### src/rtl/ptp_tmr_pkg.sv
package ptp_tmr_pkg;
  typedef enum logic [1:0] {
    ADJ_COARSE = 2'b00,
    ADJ_FINE   = 2'b01,
    ADJ_PHASE  = 2'b10,
    ADJ_NONE   = 2'b11
  } adj_sel_e;
endpackage

### src/rtl/ptp_inc_ctrl.sv
// Increment register plus one-shot phase amount.
module ptp_inc_ctrl #(
  parameter int          INC_W   = 42,
  parameter int          FRAC_W  = 32,
  parameter int          ADJ_W   = 32,
  parameter int          PH_W    = 18,
  parameter logic [41:0] INC_RST = 42'h100_0000_0000
) (
  input  logic             clk,
  input  logic             rst,
  input  logic             load_i,
  input  logic             adj_vld_i,
  input  logic [1:0]       adj_sel_i,
  input  logic [ADJ_W-1:0] adj_val_i,
  output logic [INC_W-1:0] inc_o,
  output logic [PH_W-1:0]  phase_o
);
  import ptp_tmr_pkg::*;

  localparam int CRS_W = INC_W - FRAC_W;
  localparam int SW    = INC_W + 2;
  localparam logic [PH_W-1:0]  PH_MAX  = {PH_W{1'b1}};
  localparam logic [INC_W-1:0] INC_MAX = {INC_W{1'b1}};

  logic [INC_W-1:0] inc_q, inc_d;
  logic [PH_W-1:0]  ph_q, ph_d, ph_clamped;
  logic             accept;
  logic signed [SW-1:0] trim_sum;
  adj_sel_e         sel;

  assign sel    = adj_sel_e'(adj_sel_i);
  assign accept = adj_vld_i && !load_i;

  // saturating fine trim in a two-bit-wider signed domain
  assign trim_sum = $signed({2'b00, inc_q})
                  + $signed({{(SW-ADJ_W){adj_val_i[ADJ_W-1]}}, adj_val_i});

  generate
    if (ADJ_W > PH_W) begin : g_clamp
      assign ph_clamped = (|adj_val_i[ADJ_W-1:PH_W]) ? PH_MAX : adj_val_i[PH_W-1:0];
    end else begin : g_noclamp
      assign ph_clamped = PH_W'(adj_val_i);
    end
  endgenerate

  always_comb begin
    inc_d = inc_q;
    ph_d  = '0;
    if (accept) begin
      unique case (sel)
        ADJ_COARSE: inc_d = {adj_val_i[CRS_W-1:0], {FRAC_W{1'b0}}};
        ADJ_FINE: begin
          if (trim_sum[SW-1])        inc_d = '0;
          else if (trim_sum[SW-2])   inc_d = INC_MAX;
          else                       inc_d = trim_sum[INC_W-1:0];
        end
        ADJ_PHASE:  ph_d = ph_clamped;
        default:    inc_d = inc_q;
      endcase
    end
  end

  always_ff @(posedge clk) begin
    if (rst) begin
      inc_q <= INC_RST[INC_W-1:0];
      ph_q  <= '0;
    end else begin
      inc_q <= inc_d;
      ph_q  <= ph_d;
    end
  end

  assign inc_o   = inc_q;
  assign phase_o = ph_q;
endmodule

### src/rtl/ptp_tmr_acc.sv
// Time value with fractional accumulator underneath.
module ptp_tmr_acc #(
  parameter int TS_W   = 54,
  parameter int FRAC_W = 32,
  parameter int INC_W  = 42,
  parameter int PH_W   = 18
) (
  input  logic             clk,
  input  logic             rst,
  input  logic             load_i,
  input  logic             half_i,
  input  logic [TS_W-1:0]  load_val_i,
  input  logic [INC_W-1:0] inc_i,
  input  logic [PH_W-1:0]  phase_i,
  output logic [TS_W-1:0]  ts_o
);
  localparam int AW = TS_W + FRAC_W;

  logic [AW-1:0] acc_q, step, load_base, half_add;

  assign step      = AW'(inc_i) + (AW'(phase_i) << FRAC_W);
  assign load_base = {load_val_i, {FRAC_W{1'b0}}};
  assign half_add  = half_i ? AW'(inc_i >> 1) : '0;

  always_ff @(posedge clk) begin
    if (rst)         acc_q <= '0;
    else if (load_i) acc_q <= load_base + half_add;
    else             acc_q <= acc_q + step;
  end

  assign ts_o = acc_q[AW-1:FRAC_W];
endmodule

### src/rtl/ptp_tmr_top.sv
module ptp_tmr_top #(
  parameter int          TS_W    = 54,
  parameter int          INC_W   = 42,
  parameter int          FRAC_W  = 32,
  parameter int          ADJ_W   = 32,
  parameter int          PH_W    = 18,
  parameter logic [41:0] INC_RST = 42'h100_0000_0000
) (
  input  logic             clk,
  input  logic             rst,
  input  logic             load_i,
  input  logic             load_half_i,
  input  logic [TS_W-1:0]  load_val_i,
  input  logic             adj_vld_i,
  input  logic [1:0]       adj_sel_i,
  input  logic [ADJ_W-1:0] adj_val_i,
  output logic [TS_W-1:0]  timer_o,
  output logic [INC_W-1:0] inc_o
);
  logic [INC_W-1:0] inc_w;
  logic [PH_W-1:0]  phase_w;

  ptp_inc_ctrl #(
    .INC_W(INC_W), .FRAC_W(FRAC_W), .ADJ_W(ADJ_W), .PH_W(PH_W), .INC_RST(INC_RST)
  ) inc_i (
    .clk(clk), .rst(rst), .load_i(load_i),
    .adj_vld_i(adj_vld_i), .adj_sel_i(adj_sel_i), .adj_val_i(adj_val_i),
    .inc_o(inc_w), .phase_o(phase_w)
  );

  ptp_tmr_acc #(
    .TS_W(TS_W), .FRAC_W(FRAC_W), .INC_W(INC_W), .PH_W(PH_W)
  ) acc_i (
    .clk(clk), .rst(rst), .load_i(load_i), .half_i(load_half_i),
    .load_val_i(load_val_i), .inc_i(inc_w), .phase_i(phase_w),
    .ts_o(timer_o)
  );

  assign inc_o = inc_w;
endmodule

### config.mk
export PLATFORM = sky130hd
export DESIGN_NAME = ptp_tmr_top
export DESIGN_NICKNAME = d
export VERILOG_FILES = /design/src/rtl/ptp_tmr_pkg.sv /design/src/rtl/ptp_inc_ctrl.sv /design/src/rtl/ptp_tmr_acc.sv /design/src/rtl/ptp_tmr_top.sv
export SDC_FILE = /design/constraint.sdc
export NUM_CORES = 1
export LEC_CHECK = 0
export BUFFER_PORTS_ARGS = -buffer_cell sky130_fd_sc_hd__buf_2
export CAP_MARGIN = 20
export CORE_MARGIN = 5
export CORE_UTILIZATION = 60
export CTS_CLUSTER_SIZE = 24
export DETAILED_ROUTE_END_ITERATION = 10
export PLACE_DENSITY = 0.82
export RECOVER_POWER = 50
export SYNTH_ARGS = -nofsm -noshare
export SYNTH_HDL_FRONTEND = slang
export SYNTH_SLANG_ARGS = --single-unit
### constraint.sdc
create_clock -name clk -period 6.95 [get_ports clk]
set_clock_uncertainty 0.2 [all_clocks]
set_input_delay 2.085 -clock clk [delete_from_list [all_inputs] [get_ports clk]]
set_output_delay 2.085 -clock clk [all_outputs]
set_load 0.01 [all_outputs]
==> results of run 1 <==
[report_power, final]
part	switching (mW)	total, mW	internal [mW]
Sequential	0.0480	0.921	0.873
Combinational	0.342	0.538	0.196
Clock	0.411	0.992	0.580
Total	0.801	2.45	1.65
[cell type report]
type | instances | area (um^2)
Fill cell | 2147 | 8090
Clock buffer | 18 | 439
Sequential cell | 146 | 2920
Inverter | 57 | 214
Multi-Input combinational cell | 1541 | 10200
Timing Repair Buffer | 200 | 905
Clock inverter | 13 | 173
Tap cell | 319 | 399
[cell usage after synthesis, types with 9 or more instances]
cell type,instances
nand2_1,192
nor4_1,14
a21o_1,50
o21ai_1,36
o21bai_1,20
nand3_1,60
o211ai_1,10
a21oi_1,175
xor2_1,61
xnor2_1,85
nor2_1,155
a211oi_1,35
nand4_1,39
and4_1,12
o2111ai_1,12
or3_1,13
nor3_1,40
and3_1,38
and2_1,19
clkbuf_1,60
o21a_1,36
buf_4,54
o21ai_0,98
inv_1,56
a31o_2,9
nand2b_1,17
a31oi_1,27
dfxtp_1,146
o22ai_1,13
ha_1,116
buf_2,13
[through the flow]
step	utilization	std cells	total power [mW]
floorplan	-	1884	1.31
global placement	0.633	2263	1.46
detailed placement	0.633	2263	1.47
CTS	0.659	2294	2.45
global route	0.653	2294	2.54
finish	0.653	2294	2.45
[path summary, 6_finish.rpt]
path	endpoint	slack, ns	depth (start not counted)
setup reg to reg	acc_i.acc_q[81]	1.11	21
hold reg to reg	acc_i.acc_q[85]	0.33	2
setup / recovery	acc_i.acc_q[81]	1.11	21
hold / removal	acc_i.acc_q[85]	0.33	2
[layer usage]
metal / share of wire / up-vias
li1: - / 7061
met1: 0.40 / 6872
met2: 0.45 / 887
met3: 0.096 / 180
met4: 0.054 / 0
met5: 0 / -
[kinds of logic after synthesis]
family                   synth area share
buffers and inverters              0.0719
adder cells (fa/ha/maj)             0.108
multiplexers                      0.00363
AO/OA/AOI/OAI                       0.290
XOR/XNOR                           0.0905
flip-flops                          0.207
AND/OR/NAND/NOR                     0.228
[registers in the layout, indices dropped and copies added (netlist names)]
| register | count |
|---|---|
| acc_i.acc_q | 86 |
| inc_i.inc_o | 42 |
| inc_i.phase_o | 18 |
[tightest hold or removal path: cells and delay by family (launching register included)]
| family | cells | cell delay (ns) |
|---|---|---|
| compound gates | 2 | 0.16 |
| flops | 1 | 0.32 |
==> flow_metrics.py, run 1 <==
metrics = {
    "status": {
        "status": "complete, but fails checks",
        "violations": "max-capacitance violations, max-slew violations",
    },
    "sta": {
        "max_freq_mhz": 171,
        "setup_viol": 0,
        "holdWs_ns": 0.327,
        "final_max_slew_viol_count": 86,
        "tns_ns": 0,
        "setup_slack_ns": 1.11,
        "fin_crit_ns": 5.84,
        "rsz0062_at_grt": "no",
        "worst_pin_slew_ns": 2.22,
        "relSlewSlack": -0.479,
        "finalCritPeriodShare": 0.841,
        "hold_viol_final": 0,
    },
    "setup_path": {
        "required_ns": 7.09,
        "r2r_start": "inc_i.inc_o[32]",
        "cp.arrival_ns": 5.98,
        "path_class": "reg2reg",
        "cp_slowest_cell": "o211ai_2",
        "cp_top_family": "compound AO/OA/AOI/OAI gates",
        "critPathLaunch": "inc_i.inc_o[32]",
        "slowest_delay_ns": 0.46,
        "cp_max_fo": 9,
        "crit_buf_inv": 0,
        "cpMostUsedCell": "a21oi_1",
        "end_kind": "register",
        "crit_chain": "ha_1 -> fa_1 -> a21o_1 -> a21oi_1 -> o21bai_1 -> a21oi_1 -> o21bai_1 -> a21oi_1 -> o21ai_0 -> nand4b_1 -> xnor2_1 -> ha_1 -> a21o_1 -> a21o_1 -> a21oi_1 -> o31a_1 -> a21oi_1 -> o211ai_2 -> and2_1 -> nor4_1 -> a2111oi_2",
        "worstSetupStartpointType": "register",
    },
    "clock_tree": {
        "clockRootBuffer": "clkbuf_16",
        "cts-resized-gates": 0,
        "max-clock-path-buffers": 2,
        "post-cts-setup-buffers": 0,
        "numCtsBuffers": 17,
        "clk_latency_ns": 0.45,
        "cts_tree": "built",
        "htreeDepth": 4,
        "cts-hold-fix-buffers": 0,
        "path_clk_slew_ns": 0.06,
        "cts_sinks": 146,
    },
    "power": {
        "peakVddDrop_v": 0.000158,
        "power_density_mw_per_mm2": 161,
        "p_leak_nw": 6.34,
    },
    "placement": {
        "io_buffer_count": 188,
        "place_area_mm2": 0.0148,
        "pre_cts_ws_ns": 1.22,
        "gp_congestion": 0.990,
        "hpwl_um": 36800,
    },
    "grt": {
        "grt_use_met1": 0.438,
        "grt_max_degree": 65,
        "grt_overflow": 0,
        "antenna_found_initial": 0,
        "gr-usage-met3": 0.0583,
        "grt_usage": 0.346,
        "grt_pass1_wl_um": 73900,
        "gr-max-usage-layer": "met2",
        "first_global_vias": 14200,
        "met2_usage": 0.572,
    },
    "layout": {
        "drive_gt1_frac": 0.0932,
        "final_cell_mix": "192 x nand2_1, 175 x a21oi_1, 154 x nor2_1",
        "nNetsFinal": 2176,
        "layout_commonest_cell": "nand2_1",
        "diodes": 0,
        "areaGrowthSynthToFinish_pct": 7.96,
        "fin_area_mm2": 0.0152,
    },
    "die": {
        "fp.dieW_um": 163,
        "ios": 189,
        "design.die.area_mm2": 0.0267,
        "start_util": 0.605,
        "die_h_um": 163,
        "rows": 56,
        "core_area_mm2": 0.0233,
    },
    "detailed_routing": {
        "wl_per_cell_um": 20.8,
        "drt-vias-per-instance": 6.54,
        "num_vias": 15000,
        "drt_iter0_drc": 1648,
        "drt-pass1-iter-count": 6,
        "drcViolationCount": 0,
        "routed_wl_um": 47600,
        "drtAntennaViolNets": 0,
    },
    "logic_synthesis": {
        "synthArstFlopShare": 0,
        "synth_edf_count": 0,
        "synth_top_area_frac": 0.207,
        "syn_area_per_cell_um2": 7.50,
        "synthDistinctLibCells": 99,
        "syn_inst": 1884,
        "ys_seq_area_frac": 0.207,
        "synth_area_leaders": "dfxtp_1 21%, ha_1 10%, a21oi_1 6.2%, xnor2_1 5.3%, nand2_1 5.1%",
        "synth-main-ff-cell": "dfxtp_1",
        "synth-warning-count": 0,
        "syn_nets": 2097,
        "synth_area_mm2": 0.0141,
        "synth_area_leader_cell": "dfxtp_1",
        "ys_ff_latch": 146,
    },
    "hold_path": {
        "hold_class": "reg2reg",
        "min_from": "acc_i.acc_q[85]",
    },
    "flow_run": {
        "maxCapViolCount": 2,
    },
}
(Power assumes the default switching activity.)
==> run 2, diff against run 1 <==
clock period = 5.4 ns   (was 6.95 ns; I/O delays follow)
==> run 2 against run 1 <==
The flow now finishes without violations. Via count increased by 0.93%. Non-clock buffer count increased by 21. Register-to-register slack got worse by 0.78 ns. Hold slack got worse by 0.014 ns. First-iteration DRC count increased by 13%. Critical endpoint is now acc_i.acc_q[79]. Die area unchanged. Global-route usage increased by 0.38 points. Power increased by 32%. Fmax increased by 15%. Flip-flop and latch count unchanged. Largest power group unchanged. Utilization increased by 1.0 points. Combinational power increased by 31%.
==> flow_metrics.py, run 2 (synthesized netlist as in run 1, its figures left out) <==
metrics = {
    "power": {
        "power_density_mw_per_mm2": 208,
        "peakVddDrop_v": 0.000183,
        "pwr-share-clk": 0.413,
        "power.internal_mw": 2.18,
        "netSwitchingPower_mw": 1.05,
        "p_leak_nw": 6.45,
        "sequentialPowerShare": 0.368,
        "swShare": 0.324,
        "comb_power_share": 0.219,
    },
    "setup_path": {
        "worstSetupStartpointType": "register",
        "cp.arrival_ns": 5.17,
        "r2r_start": "inc_i.inc_o[33]",
        "end_kind": "register",
        "r2r_end": "acc_i.acc_q[79]",
        "reg2reg_slack_ns": 0.33,
        "cp_max_fo": 8,
        "worst_r2r_path_depth": 21,
        "required_ns": 5.50,
        "path_class": "reg2reg",
    },
    "layout": {
        "largest_reg_flops": 86,
        "diodes": 0,
        "drive_gt1_frac": 0.107,
        "fin_area_mm2": 0.0155,
        "areaGrowthSynthToFinish_pct": 9.63,
        "top_register": "acc_i.acc_q",
        "final_cell_mix": "191 x nand2_1, 172 x a21oi_1, 154 x nor2_1",
        "nNetsFinal": 2197,
        "stdcell_count": 2316,
        "layout_commonest_cell": "nand2_1",
        "utilization": 0.664,
    },
    "clock_tree": {
        "htreeDepth": 4,
        "clockRootBuffer": "clkbuf_16",
        "cts-hold-fix-buffers": 0,
        "max-clock-path-buffers": 2,
        "clk_latency_ns": 0.44,
        "numCtsBuffers": 17,
        "cts_sinks": 146,
        "cts_tree": "built",
        "path_clk_slew_ns": 0.07,
    },
    "detailed_routing": {
        "drt-vias-per-instance": 6.54,
        "num_vias": 15100,
        "drt-pass1-iter-count": 6,
        "drcViolationCount": 0,
        "drt_iter0_drc": 1869,
        "wl_per_cell_um": 20.9,
        "drtAntennaViolNets": 0,
        "routed_wl_um": 48500,
    },
    "placement": {
        "hpwl_um": 37600,
        "gp_congestion": 1.02,
        "dp_cells": 2282,
        "io_buffer_count": 188,
        "pre_cts_ws_ns": 0.159,
        "place_area_mm2": 0.0149,
    },
    "die": {
        "start_util": 0.605,
        "design.die.area_mm2": 0.0267,
        "fp.dieW_um": 163,
        "core_area_mm2": 0.0233,
        "ios": 189,
        "die_h_um": 163,
        "rows": 56,
    },
    "sta": {
        "setup_viol": 0,
        "tns_ns": 0,
        "setup_slack_ns": 0.328,
        "worst_pin_slew_ns": 1.22,
        "finalCritPeriodShare": 0.939,
        "final_max_slew_viol_count": 0,
        "hold_viol_final": 0,
        "fin_crit_ns": 5.07,
        "relSlewSlack": 0.188,
        "max_freq_mhz": 197,
    },
    "grt": {
        "grt_usage": 0.350,
        "grt_pass1_wl_um": 74300,
        "grt_max_degree": 65,
        "antenna_found_initial": 0,
        "first_global_vias": 13900,
        "grt_overflow": 0,
    },
    "hold_path": {
        "hold_end": "inc_i.inc_o[0]",
        "hold_class": "reg2reg",
        "min_path_cells": 2,
        "min_from": "inc_i.inc_o[0]",
    },
    "status": {
        "status": "finished, final reports clean",
    },
    "flow_run": {
        "maxCapViolCount": 0,
    },
}
-- run 2: cell types whose count changed in the layout (fill, tap and decap cells not counted), sizes merged --
cell,before,now
bufinv,3,4
clkinv,6,3
clkinvlp,0,2
buf,103,123
clkbuf,115,117
-- run 2: repair_timing --
action	CTS	global route
resized for setup	0	10
endpoints found under the setup margin	0	24
buffers inserted	0	2
-- run 2: worst max path at each step --
| stage | cells after the start | to | startpoint |
|---|---|---|---|
| final | 21 | acc_i.acc_q[79] | inc_i.inc_o[33] |
| after CTS | 21 | acc_i.acc_q[75] | inc_i.inc_o[32] |
| after global routing | 21 | acc_i.acc_q[79] | inc_i.inc_o[33] |
| after detailed placement | 20 | acc_i.acc_q[81] | inc_i.inc_o[32] |
| after global placement | 20 | acc_i.acc_q[81] | inc_i.inc_o[32] |
| after floorplan | 20 | acc_i.acc_q[81] | inc_i.inc_o[33] |
-- run 2: area by class of cell --
cell class / count / area [um^2]
clock inverter: 13 / 195
fill: 2079 / 7850
multi-input combinational: 1541 / 10200
clock buffer: 19 / 443
inverter: 57 / 214
tap: 319 / 399
sequential: 146 / 2920
timing repair buffer: 221 / 1080
-- run 2: per-layer routing --
| metal | global-route usage | vias to the layer above | wire length (um) |
|---|---|---|---|
| met5 | 0 | - | 0 |
| met4 | 0.135 | 0 | 2060 |
| met3 | 0.0482 | 164 | 4440 |
| met2 | 0.574 | 860 | 22100 |
| met1 | 0.467 | 7021 | 19900 |
| li1 | - | 7095 | - |
-- run 2: per-stage QoR --
| step | total power [mW] | hold WS [ns] |
|---|---|---|
| after floorplan | 1.69 | 0.276 |
| after global placement | 1.90 | 0.294 |
| after detailed placement | 1.90 | 0.300 |
| after CTS | 3.21 | 0.310 |
| after global routing | 3.34 | 0.352 |
| final | 3.23 | 0.313 |
-- run 2: worst max-delay path, cell delays in order, from the launching register on --
cell and delay (ns):
dfxtp_2 0.44, ha_1 0.27, a21o_1 0.16, a21oi_1 0.22, o21bai_1 0.11, a21oi_2 0.18
o21bai_1 0.07, a21oi_1 0.21, a2bb2oi_1 0.25, buf_4 0.19, nor2_1 0.06, a311o_1 0.30
ha_1 0.31, nand3_1 0.09, or3_1 0.39, or2_1 0.22, a21oi_1 0.23, o211ai_2 0.18
buf_4 0.19, a2111oi_2 0.35, xnor2_1 0.19, a21oi_1 0.09
-- run 2: power by group through the flow --
stage | logic (mW) | registers (mW) | clock network (mW)
3_3_place_gp | 0.688 | 1.21 | 0
2_1_floorplan | 0.501 | 1.19 | 0
3_5_place_dp | 0.696 | 1.21 | 0
5_1_grt | 0.767 | 1.19 | 1.38
4_1_cts | 0.702 | 1.18 | 1.33
6_report | 0.706 | 1.19 | 1.33
